==> src/rtl/boot_loader_pkg.sv <==
package boot_loader_pkg;
  localparam int LEN_W = 24;

  typedef struct packed {
    logic shiftLen;
    logic storeByte;
    logic markFrameErr;
  } loadStrobe_t;
endpackage

==> src/rtl/boot_baud_gen.sv <==
module boot_baud_gen #(
  parameter int CLK_DIV = 22
) (
  input  logic clk,
  input  logic rstN,
  output logic tick
);
  localparam int DIV_W = (CLK_DIV > 1) ? $clog2(CLK_DIV) : 1;
  localparam logic [DIV_W-1:0] DIV_LAST = DIV_W'(CLK_DIV - 1);

  logic [DIV_W-1:0] divCnt;

  always_ff @(posedge clk) begin
    if (!rstN) begin
      divCnt <= '0;
      tick   <= 1'b0;
    end else if (divCnt == DIV_LAST) begin
      divCnt <= '0;
      tick   <= 1'b1;
    end else begin
      divCnt <= divCnt + 1'b1;
      tick   <= 1'b0;
    end
  end

  generate
    if (CLK_DIV > 1) begin : g_gap
      // ticks are spaced, never back to back
      p_tick_gap_r7: assert property (@(posedge clk) disable iff (!rstN)
        tick |=> !tick);
    end
  endgenerate
endmodule

==> src/rtl/boot_uart_rx.sv <==
module boot_uart_rx #(
  parameter int OVERSAMPLE = 16
) (
  input  logic       clk,
  input  logic       rstN,
  input  logic       tick,
  input  logic       rxd,
  output logic       byteValid,
  output logic [7:0] byteData,
  output logic       stopBad
);
  localparam int CNT_W = $clog2(OVERSAMPLE);
  localparam logic [CNT_W-1:0] MID_CNT  = CNT_W'(OVERSAMPLE / 2 - 1);
  localparam logic [CNT_W-1:0] LAST_CNT = CNT_W'(OVERSAMPLE - 1);

  typedef enum logic [2:0] {RX_IDLE, RX_START, RX_DATA, RX_STOP, RX_WAITHI} rxState_t;

  rxState_t   rxState;
  logic [1:0] syncReg;
  logic       rxIn;
  logic [CNT_W-1:0] smpCnt;
  logic [2:0] bitIdx;
  logic [7:0] shiftReg;

  assign rxIn = syncReg[1];

  always_ff @(posedge clk) begin
    if (!rstN) syncReg <= 2'b11;
    else       syncReg <= {syncReg[0], rxd};
  end

  always_ff @(posedge clk) begin
    if (!rstN) begin
      rxState   <= RX_IDLE;
      smpCnt    <= '0;
      bitIdx    <= '0;
      shiftReg  <= '0;
      byteValid <= 1'b0;
      byteData  <= '0;
      stopBad   <= 1'b0;
    end else begin
      byteValid <= 1'b0;
      case (rxState)
        RX_IDLE: if (tick && !rxIn) begin
          rxState <= RX_START;
          smpCnt  <= '0;
        end
        RX_START: if (tick) begin
          if (smpCnt == MID_CNT - 1'b1) begin
            smpCnt  <= '0;
            bitIdx  <= '0;
            rxState <= rxIn ? RX_IDLE : RX_DATA;
          end else begin
            smpCnt <= smpCnt + 1'b1;
          end
        end
        RX_DATA: if (tick) begin
          if (smpCnt == LAST_CNT) begin
            smpCnt   <= '0;
            shiftReg <= {rxIn, shiftReg[7:1]};
            bitIdx   <= bitIdx + 1'b1;
            if (bitIdx == 3'd7) rxState <= RX_STOP;
          end else begin
            smpCnt <= smpCnt + 1'b1;
          end
        end
        RX_STOP: if (tick) begin
          if (smpCnt == LAST_CNT) begin
            smpCnt    <= '0;
            byteValid <= 1'b1;
            byteData  <= shiftReg;
            stopBad   <= !rxIn;
            rxState   <= rxIn ? RX_IDLE : RX_WAITHI;
          end else begin
            smpCnt <= smpCnt + 1'b1;
          end
        end
        RX_WAITHI: if (rxIn) rxState <= RX_IDLE;
        default: rxState <= RX_IDLE;
      endcase
    end
  end

  // one valid strobe per received frame
  p_valid_pulse_r7: assert property (@(posedge clk) disable iff (!rstN)
    byteValid |=> !byteValid);
endmodule

==> src/rtl/boot_load_ctrl.sv <==
module boot_load_ctrl
  import boot_loader_pkg::*;
(
  input  logic        clk,
  input  logic        rstN,
  input  logic        byteValid,
  input  logic        stopBad,
  input  logic        lenNextZero,
  input  logic        lastByte,
  output loadStrobe_t strobe,
  output logic        doneSwap
);
  typedef enum logic [1:0] {LD_HDR, LD_LOAD, LD_FIN, LD_DONE} ldState_t;

  ldState_t   ldState;
  logic [1:0] hdrIdx;

  always_comb begin
    strobe = '0;
    if (byteValid) begin
      case (ldState)
        LD_HDR:  strobe.shiftLen  = 1'b1;
        LD_LOAD: strobe.storeByte = 1'b1;
        default: ;
      endcase
      strobe.markFrameErr = stopBad && (ldState == LD_HDR || ldState == LD_LOAD);
    end
  end

  always_ff @(posedge clk) begin
    if (!rstN) begin
      ldState  <= LD_HDR;
      hdrIdx   <= '0;
      doneSwap <= 1'b0;
    end else begin
      doneSwap <= (ldState == LD_FIN);
      case (ldState)
        LD_HDR: if (byteValid) begin
          hdrIdx <= hdrIdx + 1'b1;
          if (hdrIdx == 2'd2) ldState <= lenNextZero ? LD_FIN : LD_LOAD;
        end
        LD_LOAD: if (byteValid && lastByte) ldState <= LD_FIN;
        LD_FIN:  ldState <= LD_DONE;
        default: ldState <= LD_DONE;
      endcase
    end
  end

  // the completion request never lasts two cycles
  p_done_pulse_r4: assert property (@(posedge clk) disable iff (!rstN)
    doneSwap |=> !doneSwap);
  // once finished, nothing is stored
  p_quiet_after_done_r5: assert property (@(posedge clk) disable iff (!rstN)
    doneSwap |-> !strobe.storeByte && !strobe.markFrameErr);
  // header and payload strobes never coincide
  p_strobe_excl_r1: assert property (@(posedge clk) disable iff (!rstN)
    $onehot0({strobe.shiftLen, strobe.storeByte}));
endmodule

==> src/rtl/boot_load_path.sv <==
module boot_load_path
  import boot_loader_pkg::*;
#(
  parameter int ADDR_W = 16
) (
  input  logic              clk,
  input  logic              rstN,
  input  loadStrobe_t       strobe,
  input  logic [7:0]        byteData,
  output logic              lenNextZero,
  output logic              lastByte,
  output logic              ramWrEn,
  output logic [ADDR_W-1:0] ramWrAddr,
  output logic [7:0]        ramWrData,
  output logic              frameErr
);
  logic [LEN_W-1:0] lenReg;
  logic [LEN_W-1:0] wrCount;

  assign lenNextZero = ({lenReg[LEN_W-9:0], byteData} == '0);
  assign lastByte    = (wrCount == lenReg - 1'b1);

  always_ff @(posedge clk) begin
    if (!rstN) begin
      lenReg    <= '0;
      wrCount   <= '0;
      ramWrEn   <= 1'b0;
      ramWrAddr <= '0;
      ramWrData <= '0;
      frameErr  <= 1'b0;
    end else begin
      ramWrEn <= strobe.storeByte;
      if (strobe.shiftLen) lenReg <= {lenReg[LEN_W-9:0], byteData};
      if (strobe.storeByte) begin
        ramWrAddr <= wrCount[ADDR_W-1:0];
        ramWrData <= byteData;
        wrCount   <= wrCount + 1'b1;
      end
      if (strobe.markFrameErr) frameErr <= 1'b1;
    end
  end

  // error flag is sticky
  p_frame_sticky_r6: assert property (@(posedge clk) disable iff (!rstN)
    frameErr |=> frameErr);
  // each write lasts exactly one cycle
  p_write_single_r2: assert property (@(posedge clk) disable iff (!rstN)
    ramWrEn |=> !ramWrEn);
  // the write count never passes the header length
  p_no_overflow_r3: assert property (@(posedge clk) disable iff (!rstN)
    strobe.storeByte |-> wrCount < lenReg);
endmodule

==> src/rtl/uart_boot_loader.sv <==
module uart_boot_loader
  import boot_loader_pkg::*;
#(
  parameter int CLK_DIV    = 22,
  parameter int OVERSAMPLE = 16,
  parameter int ADDR_W     = 16
) (
  input  logic              clk,
  input  logic              rstN,
  input  logic              rxd,
  output logic              ramWrEn,
  output logic [ADDR_W-1:0] ramWrAddr,
  output logic [7:0]        ramWrData,
  output logic              doneSwap,
  output logic              frameErr
);
  logic        tick;
  logic        byteValid;
  logic [7:0]  byteData;
  logic        stopBad;
  logic        lenNextZero;
  logic        lastByte;
  loadStrobe_t strobe;

  boot_baud_gen #(.CLK_DIV(CLK_DIV)) i_baud (
    .clk(clk), .rstN(rstN), .tick(tick));

  boot_uart_rx #(.OVERSAMPLE(OVERSAMPLE)) i_rx (
    .clk(clk), .rstN(rstN), .tick(tick), .rxd(rxd),
    .byteValid(byteValid), .byteData(byteData), .stopBad(stopBad));

  boot_load_ctrl i_ctrl (
    .clk(clk), .rstN(rstN), .byteValid(byteValid), .stopBad(stopBad),
    .lenNextZero(lenNextZero), .lastByte(lastByte),
    .strobe(strobe), .doneSwap(doneSwap));

  boot_load_path #(.ADDR_W(ADDR_W)) i_path (
    .clk(clk), .rstN(rstN), .strobe(strobe), .byteData(byteData),
    .lenNextZero(lenNextZero), .lastByte(lastByte),
    .ramWrEn(ramWrEn), .ramWrAddr(ramWrAddr), .ramWrData(ramWrData),
    .frameErr(frameErr));
endmodule

==> config.mk <==
export PLATFORM = sky130hd
export DESIGN_NAME = uart_boot_loader
export DESIGN_NICKNAME = d
export VERILOG_FILES = /design/src/rtl/boot_loader_pkg.sv /design/src/rtl/boot_baud_gen.sv /design/src/rtl/boot_uart_rx.sv /design/src/rtl/boot_load_ctrl.sv /design/src/rtl/boot_load_path.sv /design/src/rtl/uart_boot_loader.sv
export SDC_FILE = /design/constraint.sdc
export NUM_CORES = 1
export LEC_CHECK = 0
export CAP_MARGIN = 20
export CORE_MARGIN = 2
export CORE_UTILIZATION = 40
export CTS_BUF_LIST = sky130_fd_sc_hd__clkbuf_16
export CTS_CLUSTER_DIAMETER = 30
export DETAILED_ROUTE_END_ITERATION = 8
export DONT_BUFFER_PORTS = 1
export HOLD_SLACK_MARGIN = 0.1
export PLACE_DENSITY = 0.53
export RECOVER_POWER = 100
export SLEW_MARGIN = 10
export SYNTH_ARGS = -nofsm -noshare
export SYNTH_HDL_FRONTEND = slang
export SYNTH_SLANG_ARGS = --single-unit
export TNS_END_PERCENT = 100
==> constraint.sdc <==
create_clock -name clk -period 2.37 [get_ports clk]
set_clock_uncertainty 0.1 [all_clocks]
set_input_delay 0.474 -clock clk [delete_from_list [all_inputs] [get_ports clk]]
set_output_delay 0.474 -clock clk [all_outputs]
set_load 0.005 [all_outputs]
After elaboration in Yosys (flattened, before gate mapping):

Index checks and enable logic that the tools add are counted.

* $add $sub $neg: 6
* equal/unequal tests: 25
* bitwise operators: 1
* mux-type cells: 33
* reductions and logical operators: 20

Operator list (count)
* 3-bit 2-to-1 mux: 15
* 24-bit by 1-bit adder with 24-bit output (second input constant): 1
* 24-bit equality test: 1
* 24-bit logical NOT: 1
* 24-bit by 1-bit subtractor with 24-bit output (second input constant): 1
* 4-bit 2-to-1 mux: 5
* 3-bit case mux with 5 select lines: 1
* 2-bit by 1-bit != test with 1-bit output (second input constant): 7
* 2-bit != test (second input constant): 6
* 4-bit case mux with 3 select lines: 1
* 3-bit AND reduction: 4
* 2-bit 2-to-1 mux: 5
* 9-bit AND reduction: 1
* 3-bit by 2-bit equality test with 1-bit output (second input constant): 2
* 3-bit equality test (second input constant): 2
* 3-bit case mux with 2 select lines: 1
* 5-bit by 1-bit adder with 5-bit output (second input constant): 1
* 5-bit equality test (second input constant): 1
* 5-bit AND reduction: 1
* 4-bit by 1-bit adder with 4-bit output (second input constant): 1
* 2-bit equality test (second input constant): 2
* 4-bit by 3-bit equality test with 1-bit output (second input constant): 1
* 4-bit equality test (second input constant): 1
* 1-bit 2-to-1 mux: 4
* other kinds (16): 19

* bits of input ports: 3
* word-level logic and storage cells: 104
* output and inout bits: 27
* register bits after elaboration: 115

Depth between registers and ports, before layout:

* word-level depth: 5
* depth in mapped cells: 10
* gate-level depth less buffers: 9

Cells and area by module:

Synthesis repeated with hierarchy kept, for this count alone.

* cells, all modules: 603
* area, all modules: 5720.5 µm²

Modules (own cells, without submodules)
* boot_load_path: cells an instance 416, seq. area each 1481.4 µm², area each 3891.2 µm², instances 1
* boot_uart_rx: cells an instance 139, seq. area each 600.6 µm², area each 1302.5 µm², instances 1
* boot_baud_gen: cells an instance 24, seq. area each 120.1 µm², area each 270.3 µm², instances 1
* boot_load_ctrl: cells an instance 24, seq. area each 100.1 µm², area each 256.5 µm², instances 1

Least setup slack after synthesis:

Ideal clock, no wire load.

* path type: reg2reg
* start: register i_path.lenReg[0]
* end: register i_ctrl.ldState[0]
* path buffers: 1
* setup time: 0.134 ns
* period minus slack after synthesis: 2.581 ns
* arrival: 2.347 ns
* required time: 2.136 ns
* cell stages (with the launch flop): 11
* setup slack: -0.211 ns
* path through: dfxtp_1 -> clkbuf_1 -> inv_1 -> ha_1 -> xor2_1 -> nand3_1 -> a2111o_1 -> or4_1 -> nand4b_1 -> a2111oi_2 -> a31oi_1

* longest elaborated chain between the ends: 5
* elaborated cells between the ends (all ways): 10
* classes of those cells: add/sub (1); eq/ne (2); mux (4); reduce/logical (3)

Ends and longest elaborated chain
* from (decl): line boot_load_path.sv:17 `logic [LEN_W-1:0] lenReg;`
* from (signal assigned): line boot_load_path.sv:33 `if (strobe.shiftLen) lenReg <= {lenReg[LEN_W-9:0], byteData};`
* 24-bit by 1-bit subtractor with 24-bit output / 24-bit logical NOT (equally long branches): line boot_load_path.sv:21, boot_load_path.sv:20
* 24-bit equality test / 2-bit 2-to-1 mux (equally long branches): line boot_load_path.sv:21, boot_load_ctrl.sv:40
* 1-bit logical AND / 2-bit 2-to-1 mux (equally long branches): line boot_load_ctrl.sv:42, boot_load_ctrl.sv:40
* 2-bit != test (no line) / 2-bit 2-to-1 mux (equally long branches)
* 3-bit AND reduction (no line) / 2-bit case mux with 2 select lines (equally long branches)
* to (signal assigned): line boot_load_ctrl.sv:40 `if (hdrIdx == 2'd2) ldState <= lenNextZero ? LD_FIN : LD_LOAD;`
* to (decl): line boot_load_ctrl.sv:15 `ldState_t ldState;`

Several ways; a longest one is shown, not always the timed one. The select of a mux whose other input is x is not followed.
A chain may end at the register's enable or synchronous reset.

Worst setup path after layout:

Same ends and word-level chain as after synthesis.

==> run metrics <==
outcome=complete, but fails checks; failing checks=negative setup slack; Syn-to-layout area delta=24.8%; Slowest-stage cell, CP=or4_1; crit path max fanout=6; clock network fraction of total power=0.560; Sw Ratio=0.216; clk buf depth=2; Fmax=380 MHz; setup TNS=-0.486 ns; Clk pin slew, worst setup/hold paths=0.06 ns; die width=119 um; Detailed Routing Iterations Pass 1=4; detailed-route DRC error count=0; commonest cells after routing, fill and taps aside=122 x nand2_1, 112 x dfxtp_1, 73 x nor2_1, 72 x a21oi_1, 58 x buf_4; worst reg2reg startpoint=i_path.lenReg[0]; layout cells sized above 1=0.167; Critical Path Source Type=flop; register area=0.00231 mm^2; register area share after synthesis=0.432; initial antenna violation count=0; Cell Area, Synth=0.00532 mm^2; Async SR Flop Fraction=0; Mapped Nets=666; overall fraction of global-route tracks in use=0.193; fin crit share=1.11; Seq pwr share=0.422; largest net degree at the start of global routing=40; RSZ-0062 raised after global routing=true; maximum VDD drop=0.489 mV; max_slew headroom=0.503; placer congestion estimate=0.924; Core ar.=0.0131 mm^2; critical path class=flop to flop; first-pass GRT wire length=21.8 mm; Congestion Overflow GR=0; Final Hold Viols=0; HPWL after DPL=9.10 mm; total power=0.00463 W; Distinct cells, synth=53; #FFs+latches synth=115; final setup margin=-0.264 ns; clk sinks=115; Avg WL per Cell=14.3 um; syn avg cell area=8.14 um^2; max-cap violation count=0; critical path cell sequence=inv_4, ha_4, nor4b_4, o211ai_1, o22a_1, or4_1, nand4b_1, a2111oi_4, a31oi_1; Top FF cell, synth=dfxtp_1; Hold WC Path Type=input port to flop; commonest non-fill, non-tap cell in the layout=nand2_1; PwrDens=697 mW/mm^2; EDFF count, synth=0; DRT iter0 DRCs=233; biggest cell delay along the critical path=0.51 ns; leakage=2.53 nW; WL final=12.9 mm; multi-input combinational cell area=0.00290 mm^2; Antenna Nets Post-Route=0; vias=4,554; Worst Path Required=2.56 ns; CTS HTree Levels=4; CTS Buf Count=17; vias per std cell=5.05; Int Pwr=0.00363 W; crit path launch=i_path.lenReg[0]; crit path time final=2.63 ns; vias in the first global route=4,507; IO Count=30; Layout fillers=1,300; Clk Latency, worst-skew pair=0.42 ns; floorplan row count=42; die area=0.0142 mm^2; worst path arrival time=2.82 ns; Mapped Cells=654; Hold Path Origin=rstN; Initial Utilization=0.405; number of buffers added on ports=0; clk root buf=clkbuf_16; worst-margin pin slew=0.746 ns; Comb pwr share=0.017; Die Y=119 um; Ys Warns=0; critical path capture point type=flop; final layout net count=724; reported net switching power=0.00100 W; Max Slew Vio Count=0; final setup vio count=2; CTS tree=done; diodes inserted=0
==> synth_stat cells, drive strengths merged, types with 3 or more instances <==
cell / n / share of area
a21o: 3 / 0.0042
nor2b: 4 / 0.0047
xor2: 28 / 0.046
ha: 9 / 0.021
nand4: 8 / 0.0094
or4: 5 / 0.0071
buf: 6 / 0.0063
dfxtp: 115 / 0.43
inv: 15 / 0.011
a21oi: 72 / 0.068
nand3b: 3 / 0.0042
nor4: 11 / 0.016
clkbuf: 29 / 0.020
nand3: 19 / 0.018
nand2b: 8 / 0.0094
or3: 5 / 0.0059
a31oi: 4 / 0.0047
nor2: 74 / 0.052
o21ai: 7 / 0.0066
and3: 10 / 0.012
nor3: 13 / 0.015
o211ai: 4 / 0.0056
nand2: 124 / 0.088
and2: 5 / 0.0059
mux2i: 19 / 0.036
xnor2: 21 / 0.035
o31ai: 6 / 0.0085
==> state kept, by name, summed over array words and instances (netlist names), 2 cells and up <==
signal            cells
i_ctrl.ldState        2
i_rx.byteData         8
i_ctrl.hdrIdx         2
i_path.ramWrAddr     16
i_rx.rxState          3
i_rx.syncReg          2
i_rx.smpCnt           4
i_rx.bitIdx           3
i_path.ramWrData      8
i_path.lenReg        24
i_baud.divCnt         5
i_rx.shiftReg         8
i_path.wrCount       24
==> area by class of cell <==
class,count,area share
clock buffers,17,0.0640
clock inverters,15,0.0267
inverters,15,0.00885
multi-input cells,489,0.437
flip-flops and latches,115,0.347
well taps,176,0.0332
repair buffers,74,0.0834
==> critical path: cells and delay by family, from the launching register on <==
| kind | cells | cell delay (ns) |
|---|---|---|
| buffers and inverters | 1 | 0.06 |
| and+or+nand+nor | 3 | 1.12 |
| AOI/OAI and AO/OA | 4 | 0.77 |
| DFF | 1 | 0.34 |
| adders and majority gates | 1 | 0.12 |
==> metrics by stage <==
step,hold WS (ns),setup slack (ns),cells,cell area (um^2),util
floorplan,0.286,-0.118,654,5400,-
global placement,0.308,-0.215,865,6000,0.457
detailed placement,0.301,-0.316,865,6000,0.457
CTS,0.135,-0.174,900,6650,0.506
global route,0.167,-0.407,901,6640,0.506
finish,0.164,-0.264,901,6640,0.506
==> power by group through the flow <==
stage	combinational [W]	clock (W)	sequential, W
floorplan	0.0000631	0	0.00199
global placement	0.0000760	0	0.00200
global route	0.0000912	0.00273	0.00196
finish	0.0000803	0.00259	0.00196
detailed placement	0.0000777	0	0.00200
CTS	0.0000809	0.00267	0.00196
==> cell families (layout without fill, tap and decap cells) <==
group,count (synthesis),after routing,synth area share
flip-flops,115,115,0.432
AO/OA/AOI/OAI,113,113,0.127
adder cells (fa/ha/maj),9,9,0.0212
buffers and inverters,50,121,0.0374
XOR/XNOR,49,49,0.0806
AND/OR/NAND/NOR,299,299,0.265
multiplexers,19,19,0.0357
==> worst paths after layout <==
path	endpoint	slack, ns	cells after the start
worst max register to register	i_ctrl.ldState[0]	-0.26	9
worst min register to register	i_rx.syncReg[1]	0.31	1
worst max-delay path	i_ctrl.ldState[0]	-0.26	9
worst min-delay path	i_ctrl.ldState[1]	0.16	3
==> repair_timing <==
action / CTS / global route
endpoints found under the setup margin: 2 / 2
hold buffers: 2 / 0
buffers inserted: 1 / 1
pin swaps: 8 / 2
hold endpoints to repair: 3 / 0
gates resized for setup: 4 / 5
==> routing by layer <==
metal  GRT usage  vias to the layer above  wire, um
met2       0.297                       66      5830
met5           0                        -         0
li1            -                     2354         -
met3      0.0570                       20       518
met1       0.251                     2114      6240
met4      0.0868                        0       261
Power figures use the tool's default switching activity.
